`config.mk`:
```
export PLATFORM = sky130hd
export DESIGN_NAME = quad_code_frontend
export DESIGN_NICKNAME = d
export VERILOG_FILES = /design/src/rtl/qcf_pkg.sv /design/src/rtl/qcf_shifter.sv /design/src/rtl/qcf_stage_bank.sv /design/src/rtl/qcf_out_bank.sv /design/src/rtl/quad_code_frontend.sv
export SDC_FILE = /design/constraint.sdc
export NUM_CORES = 1
export LEC_CHECK = 0
export ABC_AREA = 1
export CORE_MARGIN = 2
export CORE_UTILIZATION = 30
export DETAILED_ROUTE_END_ITERATION = 10
export GPL_TIMING_DRIVEN = 0
export PLACE_DENSITY = 0.57
export SYNTH_ARGS = -nofsm -noshare
export SYNTH_HDL_FRONTEND = slang
export SYNTH_HIERARCHICAL = 1
export SYNTH_SLANG_ARGS = --single-unit
```
`constraint.sdc`:
```
create_clock -name clk -period 1.29 [get_ports clk]
set_clock_uncertainty 0.15 [all_clocks]
set_input_delay 0.387 -clock clk [delete_from_list [all_inputs] [get_ports clk]]
set_output_delay 0.387 -clock clk [all_outputs]
set_load 0.005 [all_outputs]
```
`src/rtl/qcf_pkg.sv`:
```
package qcf_pkg;
    parameter int CODE_W = 12;
    parameter int NUM_CH = 4;
    localparam int ADDR_W = $clog2(NUM_CH);
    localparam int WORD_W = ADDR_W + CODE_W;

    typedef logic [CODE_W-1:0] code_t;
    typedef logic [ADDR_W-1:0] addr_t;
    typedef code_t [NUM_CH-1:0] bank_t;

    typedef struct packed {
        addr_t addr;
        code_t code;
    } word_t;

    function automatic code_t clear_code(input logic mid);
        code_t c;
        c = '0;
        c[CODE_W-1] = mid;
        return c;
    endfunction
endpackage

```
`src/rtl/qcf_shifter.sv`:
```
module qcf_shifter
    import qcf_pkg::*;
(
    input  logic  clk,
    input  logic  rst,
    input  logic  cs_n,
    input  logic  sclk,
    input  logic  sdi,
    output word_t word
);
    logic              strobe_lvl;
    logic              strobe_prev;
    logic              strobe_edge;
    logic [WORD_W-1:0] sr_q;

    assign strobe_lvl  = cs_n | sclk;
    assign strobe_edge = strobe_lvl & ~strobe_prev;

    always_ff @(posedge clk) begin
        if (rst) begin
            strobe_prev <= 1'b1;
            sr_q        <= '0;
        end else begin
            strobe_prev <= strobe_lvl;
            if (strobe_edge) begin
                sr_q <= {sr_q[WORD_W-2:0], sdi};
            end
        end
    end

    assign word = word_t'(sr_q);

    AST_SR_HOLD: assert property (@(posedge clk) disable iff (rst)
        !(cs_n | sclk) |=> $stable(sr_q));
    AST_SR_FRESH_BIT: assert property (@(posedge clk) disable iff (rst)
        (strobe_lvl && !strobe_prev) |=> (sr_q[0] == $past(sdi)));
endmodule

```
`src/rtl/qcf_stage_bank.sv`:
```
module qcf_stage_bank
    import qcf_pkg::*;
(
    input  logic  clk,
    input  logic  rst,
    input  logic  ld_stage_n,
    input  logic  clr_n,
    input  logic  clr_mid,
    input  word_t word,
    output bank_t stage
);
    for (genvar i = 0; i < NUM_CH; i++) begin : g_ch
        logic hit;
        assign hit = !ld_stage_n && (word.addr == addr_t'(i));

        always_ff @(posedge clk) begin
            if (rst) begin
                stage[i] <= '0;
            end else if (!clr_n) begin
                stage[i] <= clear_code(clr_mid);
            end else if (hit) begin
                stage[i] <= word.code;
            end
        end

        AST_STAGE_KEEP: assert property (@(posedge clk) disable iff (rst)
            (clr_n && (ld_stage_n || word.addr != addr_t'(i))) |=> $stable(stage[i]));
        AST_STAGE_CLEAR: assert property (@(posedge clk) disable iff (rst)
            !clr_n |=> (stage[i] == ($past(clr_mid) ? code_t'(1 << (CODE_W-1)) : code_t'(0))));
    end
endmodule

```
`src/rtl/qcf_out_bank.sv`:
```
module qcf_out_bank
    import qcf_pkg::*;
(
    input  logic  clk,
    input  logic  rst,
    input  logic  ld_out_n,
    input  logic  clr_n,
    input  logic  clr_mid,
    input  bank_t stage,
    output bank_t outq
);
    for (genvar i = 0; i < NUM_CH; i++) begin : g_ch
        always_ff @(posedge clk) begin
            if (rst) begin
                outq[i] <= '0;
            end else if (!clr_n) begin
                outq[i] <= clear_code(clr_mid);
            end else if (!ld_out_n) begin
                outq[i] <= stage[i];
            end
        end

        AST_OUT_HOLD: assert property (@(posedge clk) disable iff (rst)
            (clr_n && ld_out_n) |=> $stable(outq[i]));
        AST_OUT_FOLLOW: assert property (@(posedge clk) disable iff (rst)
            (clr_n && !ld_out_n) |=> (outq[i] == $past(stage[i])));
        AST_OUT_CLEAR: assert property (@(posedge clk) disable iff (rst)
            !clr_n |=> (outq[i] == ($past(clr_mid) ? code_t'(1 << (CODE_W-1)) : code_t'(0))));
    end
endmodule

```
`src/rtl/quad_code_frontend.sv`:
```
module quad_code_frontend
    import qcf_pkg::*;
(
    input  logic                     clk,
    input  logic                     rst,
    input  logic                     cs_n,
    input  logic                     sclk,
    input  logic                     sdi,
    input  logic                     ld_stage_n,
    input  logic                     ld_out_n,
    input  logic                     clr_n,
    input  logic                     clr_mid,
    output logic [NUM_CH*CODE_W-1:0] dac_code
);
    word_t word;
    bank_t stage;
    bank_t outq;

    qcf_shifter u_shift (
        .clk  (clk),
        .rst  (rst),
        .cs_n (cs_n),
        .sclk (sclk),
        .sdi  (sdi),
        .word (word)
    );

    qcf_stage_bank u_stage (
        .clk        (clk),
        .rst        (rst),
        .ld_stage_n (ld_stage_n),
        .clr_n      (clr_n),
        .clr_mid    (clr_mid),
        .word       (word),
        .stage      (stage)
    );

    qcf_out_bank u_out (
        .clk      (clk),
        .rst      (rst),
        .ld_out_n (ld_out_n),
        .clr_n    (clr_n),
        .clr_mid  (clr_mid),
        .stage    (stage),
        .outq     (outq)
    );

    for (genvar i = 0; i < NUM_CH; i++) begin : g_pack
        assign dac_code[i*CODE_W +: CODE_W] = outq[i];
    end

    AST_SHIFT_KEPT_IN_CLEAR: assert property (@(posedge clk) disable iff (rst)
        (!clr_n && cs_n && sclk) |=> $stable(word));
endmodule

```
==> flow_summary.json <==
{
  "critPathKind": "register to output pin",
  "clock_latency_ns": 0.35,
  "die_h_um": 126,
  "synth_common_cells": "111 x dfxtp_1, 106 x nand2_1, 98 x nor2_1",
  "path_delay_family": "flip-flops",
  "cts_tree": "yes",
  "via_count": 3784,
  "synth_seq_cells": 111,
  "nFillCells": 1530,
  "holdWs_ns": 0.168,
  "cts_buffers": 9,
  "path_clk_slew_ns": 0.07,
  "grt_remaining_overflow": 0,
  "drv_slew": 0,
  "initialDrtViolationCount": 262,
  "hpwl_um": 7660,
  "synth_top_cell_area_share_pct": 49.8,
  "routed_wl_um": 10900,
  "relSlewSlack_pct": 72.2,
  "ant_nets": 0,
  "synthFlopType": "dfxtp_1",
  "die_area_mm2": 0.0159,
  "grt_max_degree": 17,
  "r2r-start": "u_shift/word[12]$_SDFFE_PP0P_",
  "cts_hold_buf": 0,
  "fin_ws_ns": -0.0372,
  "hold_path.class": "input port to register",
  "first_pass_iters": 4,
  "path_max_fanout": 2,
  "syn_inst": 548,
  "grt_setup_unrepaired": "yes",
  "p_total_mw": 6.88,
  "synthArstFlopShare_pct": 0,
  "cp.arrival_ns": 0.79,
  "drive_gt1_share_pct": 40.8,
  "grt_pass1_wl_um": 17500,
  "vdd_drop_max_mv": 0.636,
  "initial_core_util_pct": 30.7,
  "cp.required_ns": 0.75,
  "crit_path_end_kind": "output pin",
  "cp_slowest_cell": "dfxtp_2",
  "worst_pin_slew_ns": 0.416,
  "syn-num-nets": 557,
  "start_kind": "register",
  "fin_nets": 653,
  "wl_per_cell_um": 13.0,
  "syn_avg_cell_area_um2": 8.14,
  "powerDensity_mw_per_mm2": 1190,
  "status": "complete, but fails checks",
  "rr_worst_depth": 5,
  "clock.fmax_ghz": 0.753,
  "viasPerCell": 4.54,
  "synthToLayoutAreaGrowth_pct": 29.7,
  "root_buffer": "clkbuf_16",
  "final_cells": 833,
  "path_depth": 1,
  "synth_top_cell_by_area": "dfxtp_1",
  "hold_viol_final": 0,
  "cap_violations": 0,
  "placedCellCount": 787,
  "path_cells": "buf_2",
  "cpPeakStageDelay_ns": 0.33,
  "ys_warn_count": 6,
  "cts.sinks": 111,
  "holdCritStartpoint": "cs_n",
  "synth.most_common_cell": "dfxtp_1",
  "antenna_found_initial": 0,
  "numPortBuffers": 55,
  "synth-edff-count": 0,
  "netlist_area_mm2": 0.00446,
  "num_antenna_cells": 0,
  "ys_types": 22,
  "finalInstanceArea_mm2": 0.00578,
  "setup_violations": 48,
  "num_rows": 44,
  "critical_path_buf_inv_count": 1,
  "worstSetupStartpoint": "u_out/outq[38]$_SDFFE_PP0N_",
  "grtUsageTotal_pct": 13.7,
  "first_global_vias": 3610,
  "gp_congestion": 0.798,
  "core_area_mm2": 0.0145,
  "ios": 57,
  "die_w_um": 126,
  "violations": "negative setup slack",
  "drc": 0,
  "period_needed_ns": 1.33,
  "ys_seq_area_share_pct": 49.8,
  "dpl-instance-area_mm2": 0.00524,
  "htree_levels": 3,
  "hold-path-cell-count": 3,
  "leakagePower_nw": 2.30,
  "min_period_over_period_pct": 103,
  "synth.area.top_cells": "dfxtp_1 50%, nand2_1 8.9%, nor2_1 8.2%",
  "clockBufferDepth": 2
}
## cell type report
class | count | area [µm²] | area share [%]
inverter | 36 | 138 | 2.38
sequential | 111 | 2290 | 39.6
buffer | 34 | 314 | 5.43
clock buffer | 12 | 246 | 4.26
tap | 184 | 230 | 3.98
multi-input combinational | 367 | 1900 | 32.9
clock inverter | 4 | 45.0 | 0.779
timing repair buffer | 85 | 618 | 10.7
## routing by layer
metal	share of wire (%)	track usage (%)
met5	0	0
met1	45	17.4
met3	3.6	3.31
met2	49	22.8
met4	1.8	5.11
## path summary, 6_finish.rpt
check | end | slack, ns
worst max-delay path | dac_code[38] | -0.04
worst min-delay path | u_shift/strobe_prev$_SDFF_PP1_ | 0.17
worst max register to register | u_stage/stage[34]$_SDFFE_PP0P_ | 0.03
worst min register to register | u_out/outq[19]$_SDFFE_PP0N_ | 0.31
## worst min-delay path: cells and delay by family
kind	cells	cell delay (ns)
and+or+nand+nor	2	0.11
buffers and inverters	1	0.14
## sequential cells by signal (all words and copies together) (netlist names)
name / count
u_shift/strobe_prev: 1
u_stage/stage: 48
u_shift/word: 14
u_out/outq: 48
## through the flow
step / setup slack, ns / util [%] / TNS [ns]
after floorplan: 0.0879 / - / 0
after global placement: -0.616 / 36.1 / -58.85
after detailed placement: -0.649 / 36.1 / -61.07
after CTS: -0.0499 / 38.2 / -1.88
after global routing: -0.0735 / 39.8 / -2.66
final: -0.0372 / 39.8 / -1.23
## timing repair
| item | 4_1_cts | 5_1_grt |
|---|---|---|
| pin swaps | 2 | 3 |
| buffers inserted | 23 | 6 |
| endpoints found under the setup margin | 149 | 82 |
| cloned | 0 | 1 |
| resized for setup | 263 | 49 |
## cell usage in the layout (no fill, tap or decap), types with 3 or more instances in the layout
cell type / count
nand3_1: 26
dfxtp_2: 48
a21boi_1: 8
buf_2: 41
a21oi_1: 16
o21ai_0: 14
buf_4: 44
nand3_2: 5
o21ai_2: 12
a21boi_0: 3
clkbuf_16: 9
nor2_4: 4
nor2_1: 97
clkinv_2: 3
nand2_1: 106
inv_2: 9
dlygate4sd2_1: 3
inv_1: 26
o21ai_1: 7
dfxtp_1: 61
nand2_2: 20
nand4_1: 11
nand2_4: 4
buf_6: 24
a21oi_2: 32
## cells by family after synthesis
group	after synthesis	synth area share [%]
AND/OR/NAND/NOR	275	27.2
flip-flops	111	49.8
AO/OA/AOI/OAI	92	13.5
buffers and inverters	70	9.46
## report_power, final
group | switching (mW) | leakage, nW | internal, mW | total (mW)
Sequential | 0.0750 | 0.924 | 3.49 | 3.56
Combinational | 0.333 | 1.23 | 0.223 | 0.556
Clock | 1.21 | 0.146 | 1.55 | 2.76
Total | 1.62 | 2.30 | 5.26 | 6.88
(Power assumes the default switching activity.)
